`src/rtl/intr_pkg.sv`:
```
package intr_pkg;
  localparam int unsigned LINE_CNT = 16;

  typedef enum logic {
    SEL_PEND = 1'b0,
    SEL_MASK = 1'b1
  } reg_sel_e;
endpackage

```
`src/rtl/intr_edge_det.sv`:
```
module intr_edge_det #(
  parameter int unsigned W = 16
) (
  input  logic         clk,
  input  logic         rst_n,
  input  logic [W-1:0] lvl_i,
  output logic [W-1:0] rise_o
);
  logic [W-1:0] lvl_q;

  always_ff @(posedge clk or negedge rst_n) begin
    if (!rst_n) lvl_q <= '0;
    else        lvl_q <= lvl_i;
  end

  assign rise_o = lvl_i & ~lvl_q;


  single_pulse_chk: assert property (@(posedge clk) disable iff (!rst_n)
    (|rise_o) |=> ((rise_o & $past(rise_o)) == '0));
endmodule

```
`src/rtl/intr_pend_reg.sv`:
```
module intr_pend_reg #(
  parameter int unsigned W     = 16,
  localparam int unsigned IDX_W = (W > 1) ? $clog2(W) : 1
) (
  input  logic             clk,
  input  logic             rst_n,
  input  logic [W-1:0]     rise_i,
  input  logic             wr_i,
  input  logic [W-1:0]     wdata_i,
  input  logic             ack_i,
  input  logic [IDX_W-1:0] ack_idx_i,
  output logic [W-1:0]     pend_o
);
  logic [W-1:0] pend_q, pend_d;

  always_comb begin
    pend_d = wr_i ? wdata_i : pend_q;
    if (ack_i && (int'(ack_idx_i) < int'(W))) pend_d[ack_idx_i] = 1'b0;
    pend_d = pend_d | rise_i;
  end

  always_ff @(posedge clk or negedge rst_n) begin
    if (!rst_n) pend_q <= '0;
    else        pend_q <= pend_d;
  end

  assign pend_o = pend_q;


  edge_sets_chk: assert property (@(posedge clk) disable iff (!rst_n)
    (|rise_i) |=> ((pend_q & $past(rise_i)) == $past(rise_i)));


  ack_clears_chk: assert property (@(posedge clk) disable iff (!rst_n)
    (ack_i && !rise_i[ack_idx_i]) |=> !pend_q[$past(ack_idx_i)]);


  pend_hold_chk: assert property (@(posedge clk) disable iff (!rst_n)
    (!wr_i && !ack_i) |=> ((pend_q & $past(pend_q)) == $past(pend_q)));
endmodule

```
`src/rtl/intr_prio_enc.sv`:
```
module intr_prio_enc #(
  parameter int unsigned W     = 16,
  localparam int unsigned IDX_W = (W > 1) ? $clog2(W) : 1
) (
  input  logic             clk,
  input  logic             rst_n,
  input  logic [W-1:0]     act_i,
  output logic             req_o,
  output logic [IDX_W-1:0] idx_o
);
  always_comb begin
    idx_o = '0;
    for (int k = int'(W) - 1; k >= 0; k--) begin
      if (act_i[k]) idx_o = IDX_W'(k);
    end
  end

  assign req_o = |act_i;


  idx_valid_chk: assert property (@(posedge clk) disable iff (!rst_n)
    req_o |-> act_i[idx_o]);


  lowest_first_chk: assert property (@(posedge clk) disable iff (!rst_n)
    req_o |-> ((act_i & ~({W{1'b1}} << idx_o)) == '0));


  idle_idx_chk: assert property (@(posedge clk) disable iff (!rst_n)
    !req_o |-> (idx_o == '0));
endmodule

```
`src/rtl/intr_pend_ctl.sv`:
```
module intr_pend_ctl #(
  parameter int unsigned NUM_LINES = intr_pkg::LINE_CNT,
  localparam int unsigned IDX_W    = (NUM_LINES > 1) ? $clog2(NUM_LINES) : 1
) (
  input  logic                 clk,
  input  logic                 rst_n,
  input  logic [NUM_LINES-1:0] irq_line,
  input  logic                 reg_sel,
  input  logic                 reg_we,
  input  logic [NUM_LINES-1:0] reg_wdata,
  output logic [NUM_LINES-1:0] reg_rdata,
  input  logic                 ack_valid,
  input  logic [IDX_W-1:0]     ack_idx,
  output logic                 cpu_req,
  output logic [IDX_W-1:0]     cpu_vec
);
  import intr_pkg::*;

  reg_sel_e            sel;
  logic [NUM_LINES-1:0] rise, pend, mask_q, active;

  assign sel = reg_sel_e'(reg_sel);

  intr_edge_det #(.W(NUM_LINES)) u_edge (
    .clk(clk), .rst_n(rst_n), .lvl_i(irq_line), .rise_o(rise)
  );

  intr_pend_reg #(.W(NUM_LINES)) u_pend (
    .clk(clk), .rst_n(rst_n), .rise_i(rise),
    .wr_i(reg_we && (sel == SEL_PEND)), .wdata_i(reg_wdata),
    .ack_i(ack_valid), .ack_idx_i(ack_idx), .pend_o(pend)
  );

  always_ff @(posedge clk or negedge rst_n) begin
    if (!rst_n)                          mask_q <= '0;
    else if (reg_we && sel == SEL_MASK)  mask_q <= reg_wdata;
  end

  assign active    = pend & mask_q;
  assign reg_rdata = (sel == SEL_MASK) ? mask_q : pend;

  intr_prio_enc #(.W(NUM_LINES)) u_prio (
    .clk(clk), .rst_n(rst_n), .act_i(active), .req_o(cpu_req), .idx_o(cpu_vec)
  );


  mask_load_chk: assert property (@(posedge clk) disable iff (!rst_n)
    (reg_we && reg_sel) |=> (mask_q == $past(reg_wdata)));


  req_unmasked_chk: assert property (@(posedge clk) disable iff (!rst_n)
    cpu_req |-> (mask_q[cpu_vec] && pend[cpu_vec]));
endmodule

```
`config.mk`:
```
export PLATFORM = sky130hd
export DESIGN_NAME = intr_pend_ctl
export DESIGN_NICKNAME = d
export VERILOG_FILES = /design/src/rtl/intr_pkg.sv /design/src/rtl/intr_edge_det.sv /design/src/rtl/intr_pend_reg.sv /design/src/rtl/intr_prio_enc.sv /design/src/rtl/intr_pend_ctl.sv
export SDC_FILE = /design/constraint.sdc
export NUM_CORES = 1
export LEC_CHECK = 0
export ABC_AREA = 1
export ABC_CLOCK_PERIOD_IN_PS = 1600
export BUFFER_PORTS_ARGS = -buffer_cell sky130_fd_sc_hd__buf_2
export CAP_MARGIN = 20
export CORE_UTILIZATION = 52
export DETAILED_ROUTE_END_ITERATION = 16
export GPL_ROUTABILITY_DRIVEN = 0
export GPL_TIMING_DRIVEN = 0
export PLACE_DENSITY_LB_ADDON = 0.3
export SYNTH_ARGS = -nofsm -noshare
export SYNTH_HDL_FRONTEND = slang
export SYNTH_SLANG_ARGS = --single-unit
```
`constraint.sdc`:
```
create_clock -name clk -period 1.6 [get_ports clk]
set_input_delay 0.32 -clock clk [delete_from_list [all_inputs] [get_ports clk]]
set_output_delay 0.32 -clock clk [all_outputs]
set_load 0.01 [all_outputs]
```
Word level (Yosys, flattened, before mapping)
Cells that the tools add are included.
{"block": "totals", "register_bits": 48, "input_bits": 41, "output_inout_bits": 21, "elab_cells": 37}
{"block": "classes", "order_cmp": 2, "mux": 21, "n_bitwise": 7, "n_reduce_logical": 4}
{"cell": "4-bit two-way mux", "n": 16}
{"cell": "16-bit bitwise AND", "n": 3}
{"cell": "16-bit two-way mux", "n": 3}
{"cell": "16-bit inverter", "n": 2}
{"cell": "16-bit OR", "n": 1}
{"cell": "16-bit OR reduction", "n": 1}
{"cell": "4-bit by 5-bit < comparator with 1-bit output, second input constant", "n": 1}
{"cell": "1-bit demux with 4-bit select", "n": 1}
{"cell": "4-bit by 1-bit greater-or-equal comparator with 1-bit output, second input constant", "n": 1}
{"cell": "1-bit logical AND", "n": 3}
{"cell": "1-bit two-way mux", "n": 1}
{"cell": "1-bit inverter", "n": 1}

Depth between registers and ports, before layout
{"block": "logic_depth", "ltp_word": 17, "mapped_depth": 16, "mapped_depth_nobuf": 16}

By module
A second synthesis with hierarchy kept.
{"block": "hier_totals", "cells_unflattened": 392, "area_unflattened_um2": 2700.1}
{"mod": "intr_pend_ctl", "n_inst": 1, "cells_per_inst": 155, "area_per_inst_um2": 982.2, "seq_area_each_um2": 400.4}
{"mod": "intr_pend_reg", "n_inst": 1, "cells_per_inst": 140, "area_per_inst_um2": 948.4, "seq_area_each_um2": 400.4}
{"mod": "intr_edge_det", "n_inst": 1, "cells_per_inst": 48, "area_per_inst_um2": 560.5, "seq_area_each_um2": 400.4}
{"mod": "intr_prio_enc", "n_inst": 1, "cells_per_inst": 49, "area_per_inst_um2": 209.0, "seq_area_each_um2": 0.0}

Worst setup path before layout
OpenSTA, ideal clock, no wires.
{"block": "synth_path", "kind": "register -> output", "from": "register u_pend.pend_q[14] (netlist: u_pend.pend_o[14])", "to": "output cpu_vec[0]", "arrival_time_ps": 1171, "required_time_ps": 1280, "setup_slack_ps": 109, "path_stages_with_launch": 16, "path_buffers": 0, "cell_sequence": "dfrtp_1 > nand2_1 > nand2_1 > nand2_1 > nand2_1 > nand2_1 > nand2_1 > nand2_1 > nand2_1 > nand2_1 > nand2_1 > nand2_1 > nand2_1 > nand2_1 > nand2_1 > a21oi_2"}
{"block": "synth_between", "elab_chain_cells": 16}
{"item": "from (decl)", "line_no": "intr_pend_reg.sv:14", "rtl": "logic [W-1:0] pend_q, pend_d;"}
{"item": "from (signal assigned)", "line_no": "intr_pend_reg.sv:24", "rtl": "else pend_q <= pend_d;"}
{"item": "16-bit bitwise AND", "line_no": "intr_pend_ctl.sv:39", "rtl": "assign active = pend & mask_q;"}
{"item": "4-bit two-way mux (15 in a row)", "line_no": "intr_prio_enc.sv:14", "rtl": "if (act_i[k]) idx_o = IDX_W'(k);"}
{"item": "to (decl)", "line_no": "intr_pend_ctl.sv:15", "rtl": "output logic [IDX_W-1:0] cpu_vec"}
No other way between the ends.

Worst setup path after layout
{"block": "layout_path", "from": "register u_pend.pend_q[15] (netlist: u_pend.pend_o[15])", "to": "output cpu_vec[0]"}
{"block": "layout_between", "elab_chain_cells": 17}
{"item": "16-bit bitwise AND", "line_no": "intr_pend_ctl.sv:39"}
{"item": "4-bit two-way mux (16 in a row)", "line_no": "intr_prio_enc.sv:14"}
No other way between the ends.

==> summary.txt <==
Antenna violation net count after detailed routing: 0
Yosys warns: 0
H-tree Lvls: 2
Initial antenna violation count: 0
Most frequent cells in the layout: nand2_1, buf_2, dfrtp_1
Rel. slew slack: 0.698
CTS clk-pin slew, worst paths: 0.09 ns
Worst-margin pin slew: 0.453 ns
Post-Syn Instances: 267
Leak pwr: 1.56 nW
Via Count: 2107
Hold path depth: 1
CTS tree: built
DP Worst Slack: -0.354 ns
Latest clock arrival within the worst-skew pair: 0.31 ns
Max VDD drop: 0.714 mV
Slew Viols, Final: 0
# rows: 23
Violated checks: negative setup slack
Hold Fails Final Rpt: 0
Hold WS: 0.124 ns
Layout area overhead: 28.0%
CP Data Required Time: 1.28 ns
Post-Syn Area per Cell: 8.53 µm²
Sequential-to-total area share from yosys stat: 0.527
CTS Buf Count: 5
Setup CP Type: flip-flop to output pin
Crit start category: flip-flop
Max Cap Viol: 0
Pwr Total: 2.95 mW
Largest net degree at the start of global routing: 49
PwrDens: 1010 mW/mm²
CP Capture Type: output pin
Nets: 390
Ratio of cells with drive above 1 in the final layout: 0.318
Hold crit path type: primary input to flip-flop
Status: finished, violations left
TNS Setup: -1.21 ns
RSZ-0062 raised after global routing: yes
Vias in the first global route: 1921
Initial Utilization: 0.553
Arr. time, crit path: 1.76 ns
Min cycle time layout: 2.08 ns
Detailed Route Iter0 Violations: 126
Antenna diodes: 0
Netlist Area Pre-Place: 0.00228 mm²
# DRC: 0
Hpwl dp: 4040 µm
Clock tree buffer depth: 2
Crit-path max FO: 2
Filler instances: 339
Share of the core filled with cells: 0.708
Setup-failing EPs final: 5
Final Cycle Share: 1.30
GRT Util Overall: 0.266
Die area: 0.00465 mm²
Worst Reg-to-Reg Cells: 2
Global-route wire length before repair: 8740 µm
Final wirelength: 5810 µm
Aggregate global routing overflow: 0
Clk_skew: 0.00477 ns
#FFs+latches synth: 48
DRT Pass-1 Iters: 4
Final WS setup: -0.484 ns
Core footprint: 0.00412 mm²
Synth unique cells: 20
Port Buffers: 61
Leading cell type in the layout, fill and taps excluded: nand2_1
DR WL/cell: 14.6 µm
IO Pins: 62
Syn Nets: 308
Fmax: 480 MHz
Root buffer cell: clkbuf_8
Via/cell ratio: 5.28
Die H: 68.2 µm
Clock Sinks: 48
Die width: 68.2 µm
what timing repair did:
item                       CTS  global route
cloned                       0             0
hold buffers                 0             1
buffers inserted             9             4
hold endpoints to repair     0            16
setup endpoints to repair   21             5
gates resized for setup     18             2
pin swaps                   13             5
worst max-delay path, cell delays in order, from the launching register on:
cell and delay [ns]:
dfrtp_1 0.39, nand2_2 0.08, inv_2 0.05, nand2_1 0.04, nand2_1 0.05, nand2_1 0.04
nand2_1 0.05, nand2_1 0.04, nand2_1 0.05, nand2_1 0.05, nand2_1 0.05, nand2_1 0.07
nand2_1 0.07, nand2_1 0.06, nand2_1 0.06, nand2_1 0.06, a21oi_2 0.12, buf_2 0.14
report_power, final:
group	switching [mW]	total, mW	leakage (nW)	internal, mW
clock network	0.391	0.776	0.0503	0.385
registers	0.0903	1.42	0.541	1.33
logic	0.422	0.751	0.973	0.329
total	0.903	2.95	1.56	2.05
flip-flops by register name, indices dropped and copies added (netlist names):
signal,count
u_edge.lvl_q,16
u_pend.pend_o,16
mask_q,16
final timing paths:
kind	from	to	slack, ns
max	u_pend.pend_o[15]	cpu_vec[0]	-0.48
min in group asynchronous	rst_n	mask_q[15]	0.47
min reg2reg	u_edge.lvl_q[2]	u_pend.pend_o[2]	0.41
min	irq_line[1]	u_edge.lvl_q[1]	0.12
max in group asynchronous	rst_n	u_pend.pend_o[11]	0.63
max reg2reg	mask_q[10]	mask_q[10]	0.64
through the flow:
step / cells / area, µm²
3_3_place_gp: 378 / 2650
5_1_grt: 399 / 2920
2_1_floorplan: 267 / 2280
3_5_place_dp: 378 / 2650
4_1_cts: 393 / 2850
6_report: 399 / 2920
routing by layer:
layer / routed length [µm] / vias to the layer above / GRT usage
met5: 0 / - / 0
li1: - / 1032 / -
met1: 2510 / 992 / 0.336
met4: 151 / 0 / 0.128
met3: 251 / 14 / 0.0450
met2: 2900 / 69 / 0.441
final cells by class:
class / count / area [µm²] / share of cell area
Sequential cell: 48 / 1200 / 0.412
Multi-Input combinational cell: 170 / 935 / 0.321
Clock buffer: 7 / 96.3 / 0.0330
Buffer: 7 / 33.8 / 0.0116
Timing Repair Buffer: 76 / 433 / 0.148
Tap cell: 50 / 62.6 / 0.0215
Inverter: 41 / 154 / 0.0528
Yosys cell counts (all sizes together):
| library cell | instances | share of area |
|---|---|---|
| o31ai | 4 | 0.013 |
| nand2 | 86 | 0.15 |
| a31oi | 2 | 0.0055 |
| o221ai | 12 | 0.046 |
| o211ai | 1 | 0.0033 |
| a21oi | 1 | 0.0038 |
| o21ai | 36 | 0.079 |
| buf | 4 | 0.0088 |
| nor2 | 7 | 0.012 |
| nand3 | 6 | 0.013 |
| inv | 41 | 0.068 |
| nand4 | 1 | 0.0027 |
| dfrtp | 48 | 0.53 |
| nor3 | 2 | 0.0044 |
| mux2 | 12 | 0.059 |
| clkbuf | 4 | 0.0066 |
cells by family after synthesis:
family	after synthesis	synth area share
muxes	12	0.0593
AOI/OAI and AO/OA	56	0.151
and+or+nand+nor	102	0.179
DFF	48	0.527
buffers and inverters	49	0.0830
No activity file was read; power rests on OpenSTA's default activity.
